### config.mk
export PLATFORM = sky130hd
export DESIGN_NAME = csk_adder
export DESIGN_NICKNAME = d
export VERILOG_FILES = /design/src/rtl/csk_pkg.sv /design/src/rtl/csk_half_add.sv /design/src/rtl/csk_full_add.sv /design/src/rtl/csk_segment.sv /design/src/rtl/csk_adder.sv
export SDC_FILE = /design/constraint.sdc
export NUM_CORES = 1
export LEC_CHECK = 0
export ABC_AREA = 1
export CAP_MARGIN = 20
export CORE_UTILIZATION = 37
export DETAILED_ROUTE_END_ITERATION = 8
export PLACE_DENSITY = 0.95
export SYNTH_ARGS = -nofsm -noshare
export SYNTH_HDL_FRONTEND = slang
export SYNTH_SLANG_ARGS = --single-unit
### constraint.sdc
create_clock -name vclk -period 9.2
set_input_delay 0.92 -clock vclk [all_inputs]
set_output_delay 0.92 -clock vclk [all_outputs]
set_load 0.02 [all_outputs]
### src/rtl/csk_pkg.sv
// Package: shared helpers for the carry-skip adder.
// Assumes segment size >= 1 and operand width >= 1.
package csk_pkg;

    // Number of segments needed to cover n bits with segments of size s.
    function automatic int csk_seg_count(input int n, input int s);
        return (n + s - 1) / s;
    endfunction

    // Lowest bit index of segment k.
    function automatic int csk_seg_lo(input int k, input int s);
        return k * s;
    endfunction

    // Width of segment k; the top segment may be shorter than s.
    function automatic int csk_seg_width(input int k, input int s, input int n);
        int rem;
        rem = n - k * s;
        return (rem < s) ? rem : s;
    endfunction

endpackage

### src/rtl/csk_half_add.sv
// Module: one-bit half adder, used only at bit 0, where the carry-in is fixed at 0.
// Assumes nothing beyond single-bit inputs.
module csk_half_add (
    input  logic x,
    input  logic y,
    output logic s,
    output logic co
);
    // Sum and carry of two bits.
    always_comb begin
        s  = x ^ y;
        co = x & y;
    end
endmodule

### src/rtl/csk_full_add.sv
// Module: one-bit full adder, used in every ripple position except bit 0.
// Assumes single-bit inputs.
module csk_full_add (
    input  logic x,
    input  logic y,
    input  logic ci,
    output logic s,
    output logic co
);
    logic p;

    // Sum and majority carry of three bits.
    always_comb begin
        p  = x ^ y;
        s  = p ^ ci;
        co = (x & y) | (p & ci);
    end
endmodule

### src/rtl/csk_segment.sv
// Module: one carry-skip segment, which ripples W bits and has a bypass multiplexer.
// Assumes W >= 1. LOWEST selects a half adder at the segment's bit 0.
// seg_ripple is the carry that ripples out of the segment's top bit. seg_co is the
// multiplexer output: seg_ci when all bits propagate, otherwise seg_ripple.
module csk_segment #(
    parameter int W      = 4,
    parameter bit LOWEST = 1'b0
) (
    input  logic [W-1:0] seg_a,
    input  logic [W-1:0] seg_b,
    input  logic         seg_ci,
    output logic [W-1:0] seg_sum,
    output logic         seg_ripple,
    output logic         seg_skip,
    output logic         seg_co
);
    logic [W:1]   chain;
    logic [W-1:0] prop;

    genvar i;
    generate
        for (i = 0; i < W; i++) begin : g_bit
            if (i == 0) begin : g_first
                if (LOWEST) begin : g_half
                    csk_half_add u_ha (
                        .x (seg_a[0]),
                        .y (seg_b[0]),
                        .s (seg_sum[0]),
                        .co(chain[1])
                    );
                end else begin : g_full
                    csk_full_add u_fa (
                        .x (seg_a[0]),
                        .y (seg_b[0]),
                        .ci(seg_ci),
                        .s (seg_sum[0]),
                        .co(chain[1])
                    );
                end
            end else begin : g_rest
                csk_full_add u_fa (
                    .x (seg_a[i]),
                    .y (seg_b[i]),
                    .ci(chain[i]),
                    .s (seg_sum[i]),
                    .co(chain[i+1])
                );
            end
        end
    endgenerate

    // Propagate terms, the segment-wide AND, and the bypass multiplexer.
    always_comb begin
        prop       = seg_a ^ seg_b;
        seg_skip   = &prop;
        seg_ripple = chain[W];
        seg_co     = seg_skip ? seg_ci : chain[W];
    end
endmodule

### src/rtl/csk_adder.sv
// Module: top-level unsigned carry-skip adder.
// Assumes WA, WB, SEG >= 1. The narrower operand is zero-extended to N = max(WA, WB).
// This is pure combinational logic with no clock or reset. result[N] is the carry
// out of the last segment's multiplexer.
module csk_adder #(
    parameter int WA  = 16,
    parameter int WB  = 11,
    parameter int SEG = 4,
    localparam int N  = (WA > WB) ? WA : WB
) (
    input  logic [WA-1:0] a_in,
    input  logic [WB-1:0] b_in,
    output logic [N:0]    result
);
    import csk_pkg::*;

    localparam int NSEG = csk_seg_count(N, SEG);

    logic [N-1:0]  opa;
    logic [N-1:0]  opb;
    logic [N-1:0]  sum_bits;
    logic [NSEG:0] blk_carry;
    logic [NSEG-1:0] blk_skip;
    logic [NSEG-1:0] blk_ripple;

    // Zero-extend both operands to the common width.
    always_comb begin
        opa = N'(a_in);
        opb = N'(b_in);
    end

    assign blk_carry[0] = 1'b0;

    genvar k;
    generate
        for (k = 0; k < NSEG; k++) begin : g_seg
            localparam int LO = csk_seg_lo(k, SEG);
            localparam int SW = csk_seg_width(k, SEG, N);
            csk_segment #(
                .W     (SW),
                .LOWEST(k == 0)
            ) u_seg (
                .seg_a     (opa[LO +: SW]),
                .seg_b     (opb[LO +: SW]),
                .seg_ci    (blk_carry[k]),
                .seg_sum   (sum_bits[LO +: SW]),
                .seg_ripple(blk_ripple[k]),
                .seg_skip  (blk_skip[k]),
                .seg_co    (blk_carry[k+1])
            );
        end
    endgenerate

    assign result = {blk_carry[NSEG], sum_bits};
endmodule

Yosys cells after proc, flatten, opt, wreduce, memory -nomap -nowiden
Index checks and enable logic that the tools add are counted.
{ "totals": {"word_cells": 73, "output_inout_bits": 17, "ff_bits": 0, "in_bits": 27} }
{ "op_classes": {"reduce_logical": 4, "n_mux": 4, "n_bitwise": 65} }
{ "ops": {"columns": ["operator", "count"], "rows": [
  ["1-bit bitwise AND", 26],
  ["1-bit XOR", 26],
  ["4-bit AND reduction", 4],
  ["1-bit OR", 10],
  ["4-bit XOR", 2],
  ["1-bit two-way mux", 4],
  ["4-bit by 3-bit XOR with 4-bit output", 1]
]} }

Longest topological paths before layout
{ "depth": {"depth_word": 30, "depth_mapped": 25, "mapped_depth_nobuf": 24} }

Hierarchy
Synthesis repeated with hierarchy kept, for this count alone.
{ "unflattened": {"hier_cells": 126, "area_unflattened_um2": 754.5} }
{ "modules_own_cells": {"columns": ["mod", "cells_per_inst", "area_each_um2", "instances", "seq_area_each_um2"], "rows": [
  ["csk_segment", 27, 107.6, 4, 0.0],
  ["csk_full_add", 1, 20.0, 15, 0.0],
  ["csk_half_add", 1, 12.5, 1, 0.0],
  ["csk_adder", 2, 11.3, 1, 0.0]
]} }

Worst setup path before layout
Ideal clock, no wire load.
{ "synth_path": {"kind": "input to output", "start": "in a_in[0]", "end": "out result[15]", "arrival_ns": 6.590, "stages": 23, "slack_ns": 1.690, "n_path_buf": 1, "required_time_ns": 8.280, "path_cell_list": "ha_1 fa_1 fa_1 fa_1 nand2_1 inv_1 fa_1 fa_1 fa_1 fa_1 o21ai_1 nand2_1 fa_1 fa_1 fa_1 ha_1 or2_1 and2_1 ha_1 ha_1 ha_1 ha_1 buf_4"} }
{ "synth_via": {"elab_chain_len": 29, "elab_cells_between_ends": 31, "classes_between": "3 x mux; 27 x bitwise; 1 x reduce/logical"} }
{ "synth_rtl": {"columns": ["element", "line_no", "rtl"], "rows": [
  ["from (decl)", "csk_adder.sv:11", "input logic [WA-1:0] a_in,"],
  ["1-bit bitwise AND", "csk_half_add.sv:12", "co = x & y;"],
  ["1-bit bitwise AND", "csk_full_add.sv:16", "co = (x & y) | (p & ci);"],
  ["1-bit OR", "csk_full_add.sv:16", null],
  ["1-bit bitwise AND", "csk_full_add.sv:16", null],
  ["1-bit OR", "csk_full_add.sv:16", null],
  ["1-bit bitwise AND", "csk_full_add.sv:16", null],
  ["1-bit OR", "csk_full_add.sv:16", null],
  ["1-bit two-way mux *", "csk_segment.sv:57", "seg_co = seg_skip ? seg_ci : chain[W];"],
  ["[... 11 more ...]", null, null],
  ["1-bit bitwise AND", "csk_full_add.sv:16", null],
  ["1-bit OR", "csk_full_add.sv:16", null],
  ["1-bit bitwise AND", "csk_full_add.sv:16", null],
  ["1-bit OR", "csk_full_add.sv:16", null],
  ["1-bit bitwise AND", "csk_full_add.sv:16", null],
  ["1-bit two-way mux *", "csk_segment.sv:57", null],
  ["1-bit bitwise AND * (3 in a row)", "csk_full_add.sv:16", null],
  ["1-bit XOR *", "csk_full_add.sv:15", "s = p ^ ci;"],
  ["to (decl)", "csk_adder.sv:13", "output logic [N:0] result"]
]} }
Mark *: on every way between the ends. The rest lies on a longest branch, timed or not.

Final worst setup path
Ends and elaborated chain as after synthesis.

==> key figures <==
Run status
  – Outcome: finished, final reports clean

Drt
  – First-iteration detailed-routing DRC count: 1
  – Final ANT Viol Nets: 0
  – Number of remaining DRC errors: 0
  – Vias after detailed routing: 492
  – Vias/cell: 4.47
  – DRT Pass-1 Iters: 2
  – Routed WL per cell: between 10 and 15 um
  – WL final: 1150 um

Logic synthesis
  – Synth cell types: 11
  – Cells after Synth: 67
  – Yosys warnings: 0
  – Synth Net Count: 120
  – Seq/Total Area, Yosys: 0%
  – Post-Syn Area: approximately 630 sq um
  – Mapped Avg Cell Area: 9.41 sq um

Cells and area
  – Share of layout cells above drive strength 1: 0%
  – Layout Nets: 149
  – # diodes: 0
  – Design Area, Final: 963 sq um
  – Filler cells: 136
  – Most frequent cells in the layout: 44 x clkdlybuf4s50_1, 16 x ha_1, 11 x nand2_1
  – Area of the multi-input gates: 488 sq um
  – Commonest non-fill, non-tap cell in the layout: clkdlybuf4s50_1
  – Post-layout util: between 60% and 70%
  – # clk buffers: 0
  – FFs & Latches: 0
  – Sequential Area: 0 sq um
  – Area Overhead vs Synth: 52.8%

Clock network
  – Post-cts sizing count: 0
  – Hold buffer count at cts: 0
  – Post-CTS Setup Inserts: 0

Timing
  – Final hold viol count: 0
  – Final min period: about 8.6 ns
  – Fin. max-slew vios: 0
  – RSZ-0062 raised after global routing: no
  – Final-report setup violation count: 0
  – Final Cycle Share: between 90% and 100%
  – Slew margin rel.: 84.8%
  – Maximum clock rate: 116 MHz
  – Worst slew pin tran: 0.227 ns
  – TNS Setup: 0 ns

Critical path
  – Crit path kind: in2out
  – Crit path largest cell delay: 0.59 ns
  – CP arrival: 7.69 ns
  – Worst path bufs/invs: 3
  – Most used cell, CP: fa_1
  – Crit start category: primary input
  – CP Capture Type: output port
  – Crit path cell chain: clkdlybuf4s50_1, ha_1, fa_1, fa_1, fa_1, nand2_1, inv_1, fa_1, fa_1, fa_1, fa_1, o21ai_1, nand2_1, fa_1, fa_1, fa_1, ha_1, or2_1, and2_1, ha_1, ha_1, ha_1, ha_1, clkdlybuf4s50_1
  – Delay-heaviest family, CP: adder cells
  – CP max-delay cell: clkdlybuf4s50_1
  – Worst Path Required: 8.28 ns
  – Crit Path Max Fanout: 2

Floorplanning
  – Die ar.: roughly 1900 sq um
  – Core Footprint: 1540 sq um
  – Starting Density: approximately two fifths
  – # rows: 14
  – Die width: 43.3 um
  – Io pins: 44
  – Die Y: 43.3 um

Hold path
  – Worst hold path type: in2out

Place
  – Port Buf Inserts: 44
  – Instance area at placement: 963 sq um
  – GP Congestion: between 0.6 and 0.7

GRT
  – Largest net degree at the start of global routing: 3
  – First-pass GRT wire length: approximately 1900 um
  – Total GRT Usage: 13.0%
  – Final global-route overflow total: 0
  – Vias in the first global route: 531
  – Initial antenna violation count: 0

Power and ir drop
  – Leakage: roughly 0.45 nW
  – Maximum vdd drop: between 0.00004 and 0.00005 V
  – Pwr Total: 0.0000733 W
  – PwrDens: 76.1 nW/um^2

Flow run
  – Max Cap Violations: 0
==> worst paths after layout <==
check                from    endpoint  slack (ns)  cells after the start
setup / recovery  a_in[0]  result[15]        0.59                     24
hold / removal    b_in[0]   result[0]        3.03                      3
==> cells by family (layout without fill, tap and decap cells) <==
group	Yosys count	count (layout)	synth area share, %
compound gates	1	1	0.793
buf+inv	21	48	22.6
simple gates	19	19	13.1
fa+ha+maj	26	26	63.5
==> per-layer routing <==
layer,vias to the layer above,wire (um),GRT usage [%]
met5,-,0,0
met4,0,0,0
met3,0,147,2.55
met2,32,664,29.3
met1,212,333,11.8
li1,248,-,-
==> per-stage QoR <==
stage | hold WS [ns] | setup WS (ns) | std cells
after floorplan | 2.07 | 1.69 | 67
after global placement | 3.03 | 0.611 | 110
after detailed placement | 3.04 | 0.541 | 110
after CTS | 3.05 | 0.518 | 110
after global routing | 3.07 | 0.314 | 110
final | 3.03 | 0.595 | 110
==> layout make-up <==
| cell class | instances | area share [%] |
|---|---|---|
| Inverter | 4 | 1.56 |
| Multi-Input combinational cell | 46 | 50.6 |
| Tap cell | 16 | 2.08 |
| Timing Repair Buffer | 44 | 45.7 |
==> cells in the mapped netlist <==
master / instances / area, sq um
nor2_1: 2 / 7.51
and2_1: 1 / 6.26
nand2_1: 11 / 41.3
nand4_1: 1 / 6.26
buf_4: 17 / 128
nand3_1: 3 / 15.0
fa_1: 10 / 200
ha_1: 16 / 200
o21ai_1: 1 / 5.00
or2_1: 1 / 6.26
inv_1: 4 / 15.0
==> power by group <==
part / switching [W] / internal, W / total (W) / leakage [nW]
Clock: 0 / 0 / 0 / 0
Sequential: 0 / 0 / 0 / 0
Combinational: 0.0000340 / 0.0000393 / 0.0000733 / 0.448
Total: 0.0000340 / 0.0000393 / 0.0000733 / 0.448
(Power assumes the default switching activity.)
